===== src/rtl/tmr_pkg.sv =====
package tmr_pkg;

    typedef struct packed {
        logic       run;
        logic       periodic;
        logic       irq_en;
        logic       spare;
        logic [1:0] scale;
        logic       wide;
        logic       single;
    } tmr_ctrl_t;

    localparam tmr_ctrl_t CTRL_RST = 8'h20;

    typedef enum logic [2:0] {
        REG_LOAD   = 3'd0,
        REG_VALUE  = 3'd1,
        REG_CTRL   = 3'd2,
        REG_ICLR   = 3'd3,
        REG_RAW    = 3'd4,
        REG_MASK   = 3'd5,
        REG_BGLOAD = 3'd6,
        REG_NONE   = 3'd7
    } tmr_reg_e;

    // terminal value of the tick divider for a scale code
    function automatic logic [7:0] scale_term(input logic [1:0] code);
        case (code)
            2'b01:   scale_term = 8'd15;
            2'b10:   scale_term = 8'd255;
            default: scale_term = 8'd0;
        endcase
    endfunction

endpackage


===== src/rtl/tmr_prescale.sv =====
module tmr_prescale
    import tmr_pkg::*;
#(
    parameter int PRE_W = 8
) (
    input  logic       clk,
    input  logic       rst,
    input  logic       restart,
    input  logic       run,
    input  logic [1:0] scale,
    output logic       tick
);

    logic [PRE_W-1:0] pcnt;
    logic [PRE_W-1:0] term;

    assign term = PRE_W'(scale_term(scale));
    assign tick = run && (pcnt == term);

    always_ff @(posedge clk) begin
        if (rst || restart)
            pcnt <= '0;
        else if (pcnt == term)
            pcnt <= '0;
        else
            pcnt <= pcnt + 1'b1;
    end


    tick_gap_chk: assert property (@(posedge clk) disable iff (rst)
        (tick && term != '0 && !restart) |=> !tick);

endmodule


===== src/rtl/tmr_core.sv =====
module tmr_core #(
    parameter int CNT_W = 32
) (
    input  logic             clk,
    input  logic             rst,
    input  logic             single,
    input  logic             periodic,
    input  logic             wide,
    input  logic             tick,
    input  logic             wr_load,
    input  logic             wr_bg,
    input  logic             wr_clr,
    input  logic [CNT_W-1:0] wdata,
    output logic [CNT_W-1:0] count,
    output logic [CNT_W-1:0] limit,
    output logic             raw
);

    localparam int HALF_W = CNT_W / 2;

    logic [CNT_W-1:0] active;
    logic [CNT_W-1:0] all_ones;
    logic [CNT_W-1:0] dec_val;
    logic [CNT_W-1:0] reload_val;
    logic             parked;
    logic             step;
    logic             expire;

    assign active   = wide ? count : {{HALF_W{1'b0}}, count[HALF_W-1:0]};
    assign all_ones = wide ? {CNT_W{1'b1}} : {{HALF_W{1'b0}}, {HALF_W{1'b1}}};
    assign dec_val  = wide ? (count - 1'b1)
                           : {count[CNT_W-1:HALF_W], count[HALF_W-1:0] - 1'b1};

    always_comb begin
        if (single)
            reload_val = '0;
        else if (periodic)
            reload_val = limit;
        else
            reload_val = all_ones;
    end

    assign parked = single && (active == '0);
    assign step   = tick && !parked;
    assign expire = step && (active <= CNT_W'(1));

    always_ff @(posedge clk) begin
        if (rst) begin
            count <= '1;
            limit <= '0;
        end else if (wr_load) begin
            count <= wdata;
            limit <= wdata;
        end else begin
            if (wr_bg)
                limit <= wdata;
            if (step)
                count <= expire ? reload_val : dec_val;
        end
    end

    always_ff @(posedge clk) begin
        if (rst)
            raw <= 1'b0;
        else if (expire)
            raw <= 1'b1;
        else if (wr_clr)
            raw <= 1'b0;
    end


    count_hold_chk: assert property (@(posedge clk) disable iff (rst)
        (!tick && !wr_load) |=> $stable(count));


    oneshot_park_chk: assert property (@(posedge clk) disable iff (rst)
        (single && active == '0 && !wr_load) |=> $stable(count));


    raw_src_chk: assert property (@(posedge clk) disable iff (rst)
        $rose(raw) |-> $past(tick));


    raw_clr_chk: assert property (@(posedge clk) disable iff (rst)
        (wr_clr && !tick) |=> !raw);

endmodule


===== src/rtl/tmr_regif.sv =====
module tmr_regif
    import tmr_pkg::*;
#(
    parameter int DATA_W = 32,
    parameter int ADDR_W = 3
) (
    input  logic              clk,
    input  logic              rst,
    input  logic              bus_sel,
    input  logic              bus_we,
    input  logic [ADDR_W-1:0] bus_addr,
    input  logic [DATA_W-1:0] bus_wdata,
    output logic [DATA_W-1:0] bus_rdata,
    input  logic [DATA_W-1:0] cur_count,
    input  logic [DATA_W-1:0] cur_limit,
    input  logic              raw_flag,
    output tmr_ctrl_t         ctrl,
    output logic              wr_load,
    output logic              wr_bg,
    output logic              wr_ctrl,
    output logic              wr_clr
);

    localparam int CTRL_W = $bits(tmr_ctrl_t);

    logic     addr_hi;
    tmr_reg_e idx;
    logic     wr_any;

    generate
        if (ADDR_W > 3) begin : g_hi
            assign addr_hi = |bus_addr[ADDR_W-1:3];
        end else begin : g_nohi
            assign addr_hi = 1'b0;
        end
    endgenerate

    assign idx    = addr_hi ? REG_NONE : tmr_reg_e'(bus_addr[2:0]);
    assign wr_any = bus_sel && bus_we;

    assign wr_load = wr_any && (idx == REG_LOAD);
    assign wr_bg   = wr_any && (idx == REG_BGLOAD);
    assign wr_ctrl = wr_any && (idx == REG_CTRL);
    assign wr_clr  = wr_any && (idx == REG_ICLR);

    always_ff @(posedge clk) begin
        if (rst)
            ctrl <= CTRL_RST;
        else if (wr_ctrl)
            ctrl <= tmr_ctrl_t'(bus_wdata[CTRL_W-1:0]);
    end

    always_comb begin
        bus_rdata = '0;
        if (bus_sel && !bus_we) begin
            case (idx)
                REG_LOAD, REG_BGLOAD: bus_rdata = cur_limit;
                REG_VALUE:            bus_rdata = cur_count;
                REG_CTRL:             bus_rdata = DATA_W'(ctrl);
                REG_RAW:              bus_rdata = DATA_W'(raw_flag);
                REG_MASK:             bus_rdata = DATA_W'(raw_flag && ctrl.irq_en);
                default:              bus_rdata = '0;
            endcase
        end
    end

endmodule


===== src/rtl/interval_timer.sv =====
module interval_timer
    import tmr_pkg::*;
#(
    parameter int DATA_W = 32,
    parameter int ADDR_W = 3,
    parameter int PRE_W  = 8
) (
    input  logic              clk,
    input  logic              rst,
    input  logic              bus_sel,
    input  logic              bus_we,
    input  logic [ADDR_W-1:0] bus_addr,
    input  logic [DATA_W-1:0] bus_wdata,
    output logic [DATA_W-1:0] bus_rdata,
    output logic              irq
);

    tmr_ctrl_t         ctrl;
    logic              wr_load;
    logic              wr_bg;
    logic              wr_ctrl;
    logic              wr_clr;
    logic              tick;
    logic [DATA_W-1:0] count;
    logic [DATA_W-1:0] limit;
    logic              raw;

    tmr_regif #(.DATA_W(DATA_W), .ADDR_W(ADDR_W)) u_regif (
        .clk       (clk),
        .rst       (rst),
        .bus_sel   (bus_sel),
        .bus_we    (bus_we),
        .bus_addr  (bus_addr),
        .bus_wdata (bus_wdata),
        .bus_rdata (bus_rdata),
        .cur_count (count),
        .cur_limit (limit),
        .raw_flag  (raw),
        .ctrl      (ctrl),
        .wr_load   (wr_load),
        .wr_bg     (wr_bg),
        .wr_ctrl   (wr_ctrl),
        .wr_clr    (wr_clr)
    );

    tmr_prescale #(.PRE_W(PRE_W)) u_pre (
        .clk     (clk),
        .rst     (rst),
        .restart (wr_ctrl),
        .run     (ctrl.run),
        .scale   (ctrl.scale),
        .tick    (tick)
    );

    tmr_core #(.CNT_W(DATA_W)) u_core (
        .clk      (clk),
        .rst      (rst),
        .single   (ctrl.single),
        .periodic (ctrl.periodic),
        .wide     (ctrl.wide),
        .tick     (tick),
        .wr_load  (wr_load),
        .wr_bg    (wr_bg),
        .wr_clr   (wr_clr),
        .wdata    (bus_wdata),
        .count    (count),
        .limit    (limit),
        .raw      (raw)
    );

    assign irq = raw && ctrl.irq_en;


    irq_idle_chk: assert property (@(posedge clk) disable iff (rst)
        (!raw) |-> !irq);

endmodule


===== config.mk =====
export PLATFORM = sky130hd
export DESIGN_NAME = interval_timer
export DESIGN_NICKNAME = d
export VERILOG_FILES = /design/src/rtl/tmr_pkg.sv /design/src/rtl/tmr_prescale.sv /design/src/rtl/tmr_core.sv /design/src/rtl/tmr_regif.sv /design/src/rtl/interval_timer.sv
export SDC_FILE = /design/constraint.sdc
export NUM_CORES = 1
export LEC_CHECK = 0
export ABC_CLOCK_PERIOD_IN_PS = 3100
export BUFFER_PORTS_ARGS = -buffer_cell sky130_fd_sc_hd__buf_2
export CAP_MARGIN = 15
export CORE_UTILIZATION = 58
export DETAILED_ROUTE_END_ITERATION = 12
export MAX_ROUTING_LAYER = met4
export PLACE_DENSITY = 0.81
export SLEW_MARGIN = 20
export SYNTH_ARGS = -nofsm -noshare
export SYNTH_HDL_FRONTEND = slang
export SYNTH_SLANG_ARGS = --single-unit

===== constraint.sdc =====
create_clock -name clk -period 3.1 [get_ports clk]
set_input_delay 0.155 -clock clk [delete_from_list [all_inputs] [get_ports clk]]
set_output_delay 0.155 -clock clk [all_outputs]
set_load 0.01 [all_outputs]

* Yosys cells after proc, flatten, opt, wreduce, memory -nomap -nowiden *
Index checks and enable logic that the tools add are counted.

operators by class
  $add $sub $neg = 3
  mux-type cells = 15
  equality and inequality tests = 9
  magnitude comparators = 1
  reductions and logical operators = 23

operators by type and width
  kind                   count
  $mux 32                11
  $pmux 32 s5            1
  $le 32x1->1 const B    1
  $logic_not 32->1       1
  $sub 32x1->32 const B  1
  $pmux 8 s2             1
  $sub 16x1->16 const B  1
  $logic_and 1x1->1      11
  $eq 3x3->1 const B     3
  $add 8x1->8 const B    1
  $eq 8x8->1             1
  $eq 3x2->1 const B     2
  $reduce_bool 2->1      3
  $reduce_or 2->1        2
  $eq 3x1->1 const B     1
  $logic_not 3->1        1
  $reduce_bool 3->1      1
  $eq 2x1->1 const B     1
  $eq 2x2->1 const B     1
  $logic_not 1->1        2
  $mux 1                 2
  $reduce_and 2->1       1
  $logic_or 1x1->1       1

word-level totals
  input port bits = 39
  output and inout bits = 33
  bits in registers = 81

* Depth between registers and ports, before layout *
  depth after elaboration = 9
  gate-level depth with buffers = 10
  gate-level depth less buffers = 9

* Cells and area by module *
From an unflattened synthesis, not the netlist that was laid out.

second synthesis, totals
  cell total of the unflattened synthesis = 694
  area total of the unflattened synthesis = 5275.1 µm²

modules (own cells, without submodules)
  module          cells each  times used  area each (µm²)
  tmr_core        500         1           3792.4
  tmr_regif       148         1           1052.3
  tmr_prescale    45          1           424.2
  interval_timer  1           1           6.3

* Least setup slack after synthesis *
No wires, ideal clock.

  path kind = register -> register
  start = register u_regif.ctrl[2] (netlist name)
  end = register u_core.count[24]
  path buffers = 1
  period minus slack after synthesis = 2.612 ns
  slack = 0.488 ns
  data required time = 2.978 ns
  data arrival time = 2.490 ns
  setup time = 0.122 ns
  cell stages (with the launch flop) = 10
  cell sequence = dfxtp_1 inv_1 ha_1 or4_1 o22ai_1 nand3b_2 o41ai_4 buf_4 nor2_1 a221o_1

between the ends
  longest elaborated chain between the ends = 9
  elaborated cells between the ends (all ways) = 13

ends and longest elaborated chain
  element                                   line                source
  $eq 2x2->1 or $eq 2x1->1 (tied branches)  tmr_pkg.sv:28       case (code)
  $pmux 8 s2 *                              tmr_pkg.sv:28
  $eq 8x8->1 *                              tmr_prescale.sv:18  assign tick = run && (pcnt == term);
  $logic_and 1x1->1 *                       tmr_prescale.sv:18
  $logic_and 1x1->1 *                       tmr_core.sv:44      assign step = tick && !parked;
  $logic_and 1x1->1                         tmr_core.sv:45      assign expire = step && (active <= CNT_W'(1));
  $mux 32                                   tmr_core.sv:58      count <= expire ? reload_val : dec_val;
  $mux 32                                   tmr_core.sv:57      if (step)
  $mux 32                                   tmr_core.sv:51      end else if (wr_load) begin
  end signal, assigned                      tmr_core.sv:52      count <= wdata;
  end signal, assigned                      tmr_core.sv:58
  end, declared                             tmr_core.sv:14      output logic [CNT_W-1:0] count,

Mark *: on every way between the ends. The rest lies on a longest branch, timed or not. The select of a mux whose other input is x is not followed.
A chain may end at the register's enable or synchronous reset.

* Worst setup path in the final report *
  start = register u_regif.ctrl[2] (netlist name)
  end = register u_core.count[31]

between the ends
  longest elaborated chain between the ends = 9
  elaborated cells between the ends (all ways) = 13

ends and longest elaborated chain
  element                                   line
  $eq 2x2->1 or $eq 2x1->1 (tied branches)  tmr_pkg.sv:28
  $pmux 8 s2 *                              tmr_pkg.sv:28
  $eq 8x8->1 *                              tmr_prescale.sv:18
  $logic_and 1x1->1 *                       tmr_prescale.sv:18
  $logic_and 1x1->1 *                       tmr_core.sv:44
  $logic_and 1x1->1                         tmr_core.sv:45
  $mux 32                                   tmr_core.sv:58
  $mux 32                                   tmr_core.sv:57
  $mux 32                                   tmr_core.sv:51

Marked as above.

==> reports/metrics.cfg <==
[final_layout]
drive_gt1_share_pct=18.9
fillCellCount=715
antenna_cells_inserted=0
area.growth.synth_to_final_pct=12.5
final_net_count=759

[run]
cap_violations=0

[global_routing]
grt_antenna_before_repair=0
grt_start_max_net_pins=51
met3_capacity_usage_during_global_routing_pct=5.74
global_route.peak_usage_layer=met2
global_route_overflow=0
gr-usage-all-layers_pct=33.9
via_count_of_the_first_global_routing_pass=5007
grt_use_met1_pct=40.5
global_route_met2_usage_pct=57.3
wire_length_of_the_first_global_routing_pass_um=23400

[worst_setup_path]
reg2reg_slack_ns=0.19
worstSetupEndpointType=flop
critPathArrivalTime_ns=3.18
critical_path.startpoint_type=flop
largest_fanout_of_any_net_on_the_critical_path=9
worst-setup-path-type=flop to flop
cp_required_ns=3.37

[cts]
clk-insertion-delay-late_ns=0.38
post_cts.resized_instances=0
postCtsHoldBufs=0
cts_setup_buffers=0
tritoncts=built
clock_tree.root_cell=sky130_fd_sc_hd__clkbuf_8
numCtsBuffers=9
htreeDepth=3
clkSlewWorstSetupHoldPaths_ns=0.10
clk_path_buf_depth=2
clock-sinks=81

[floorplan]
total_die_area_sq_um=9030
core-area_sq_um=8300
die_width_um=95.0
die_h_um=95.0
core.rowCount=33
pin_count=72
initial_utilization_pct=60.5

[placed_design]
pre_cts_ws_ns=0.259
gpl.final_weighted_congestion=0.906
dp.final_hpwl_um=9780
port_buffers=71

[logic_synthesis]
synth_flop_cell=sky130_fd_sc_hd__dfxtp_1
avg_cell_area_syn_sq_um=7.52
ys_ff_latch=81
synth_area_leader_cell=sky130_fd_sc_hd__dfxtp_1
post_synth_inst_count=667
post_synth_main_area_contributors=sky130_fd_sc_hd__dfxtp_1 32%, sky130_fd_sc_hd__a21oi_1 8.3%, sky130_fd_sc_hd__nand2_1 7.0%
async_s_r_ff_share_synth_pct=0
synth.net_count=710
synth-seq-area-share_pct=32.3
yosysWarningCount=0
yosysMostFrequentCell=sky130_fd_sc_hd__nand2_1
ys_top_cells_by_count=93 x sky130_fd_sc_hd__nand2_1, 83 x sky130_fd_sc_hd__a21oi_1, 81 x sky130_fd_sc_hd__dfxtp_1
synth_top_cell_area_share_pct=32.3
synth.distinct_cells=65
synth.cell_area_sq_um=5020
synth_enable_flop_cells=0

[drt]
viasPerCell=6.44
post-route-drc-count=0
post_drt_wl_per_cell_um=17.4
drtIter0Drc=367
post_route_wl_um=14400
detail_route.first_pass.iterations=5
total_vias_in_the_final_route=5318
antenna_violating_nets_remaining=0

[sta]
finClkSkew_ns=0.0139
timing.final.crit_share_pct=93.9
max-slew-margin-rel_pct=36.6
slew_viol_final=0
worst_pin_slew_ns=0.951
achievable-frequency_mhz=344
setup-tns-final_ns=0
rsz_0062_raised_after_global_routing=false
finalSetupViolCount=0
timing.hold.ws_ns=0.0158
finalHoldViolations=0
setup_slack_ns=0.190
final.min_clock_period_ns=2.91

[power]
pd_cells_nw_per_um2=369
vdd.ir_drop.worst_mv=0.197
total_leakage_power_nw=1.91

[run_status]
outcome=finished clean

[hold_path]
min_path_type=primary input to flop

## final timing paths
path | from | cells after the start | endpoint
worst min-delay path | bus_wdata[5] | 2 | u_regif.ctrl[5]$_SDFFE_PP1P_
worst max register to register | u_regif.ctrl[2]$_SDFFE_PP0P_ | 9 | u_core.count[31]$_SDFFE_PP1P_
worst min register to register | u_core.limit[4]$_SDFFE_PP0P_ | 2 | u_core.limit[4]$_SDFFE_PP0P_
worst max-delay path | u_regif.ctrl[2]$_SDFFE_PP0P_ | 9 | u_core.count[31]$_SDFFE_PP1P_
## logic make-up after synthesis
family | Yosys count | synth area share (%)
buffers and inverters | 77 | 6.18
muxes | 9 | 1.80
DFF | 81 | 32.3
and+or+nand+nor | 257 | 24.6
adders and majority gates | 4 | 0.998
AOI/OAI and AO/OA | 209 | 28.9
xor gates and xnor gates | 30 | 5.24
## where the power goes
| part | switching (W) | leakage (nW) | total, W | internal [W] |
|---|---|---|---|---|
| sequential | 0.0000328 | 0.657 | 0.00110 | 0.00106 |
| clock | 0.000459 | 0.0923 | 0.000766 | 0.000306 |
| combinational | 0.000136 | 1.16 | 0.000218 | 0.0000822 |
| total | 0.000628 | 1.91 | 0.00208 | 0.00145 |
## layer usage
layer	wire length (um)	share of wire (%)	vias to the layer above
met3	1080	7.5	36
met1	5910	41	2511
met5	0	0	-
met2	7050	49	257
met4	302	2.1	0
li1	-	-	2514
## worst max-delay path, stage by stage, from the launching register on
cell                       delay, ns
sky130_fd_sc_hd__dfxtp_1        0.37
sky130_fd_sc_hd__inv_1          0.06
sky130_fd_sc_hd__ha_1           0.20
sky130_fd_sc_hd__or4_1          0.52
sky130_fd_sc_hd__o22ai_1        0.20
sky130_fd_sc_hd__nand3b_2       0.25
sky130_fd_sc_hd__o41ai_4        0.63
sky130_fd_sc_hd__buf_4          0.26
sky130_fd_sc_hd__nor3_1         0.07
sky130_fd_sc_hd__a211o_1        0.23
## cell type report
type	instances	area, sq um	share of cell area (%)
Multi-Input combinational cell	509	3100	54.9
Sequential cell	81	1620	28.7
Timing Repair Buffer	94	528	9.35
Tap cell	105	131	2.33
Clock buffer	9	124	2.19
Inverter	21	78.8	1.40
Clock inverter	7	62.6	1.11
## registers in the layout, indices dropped and copies added (netlist names)
signal        cells
u_core.count     32
u_pre.pcnt        8
u_core.raw        1
u_core.limit     32
u_regif.ctrl      8
## cell usage in the layout, fill, tap and decap left out, drive strengths merged, types with 19 or more instances in the layout
| cell type | synthesis | final |
|---|---|---|
| inv | 21 | 24 |
| a21oi | 85 | 85 |
| xnor2 | 19 | 19 |
| buf | 10 | 94 |
| a22oi | 33 | 33 |
| o21ai | 19 | 19 |
| nor2 | 74 | 74 |
| a221oi | 21 | 21 |
| nand2 | 93 | 93 |
| dfxtp | 81 | 81 |
## through the flow
stage                     utilization [%]  total power [W]  instances  instance area (sq um)
final                                68.0          0.00208        826                   5650
after global routing                 68.0          0.00215        826                   5650
after CTS                            68.0          0.00208        826                   5650
after detailed placement             65.8          0.00133        810                   5460
after global placement               65.8          0.00133        810                   5460
after floorplan                         -          0.00125        667                   5020
Power figures use the tool's default switching activity.
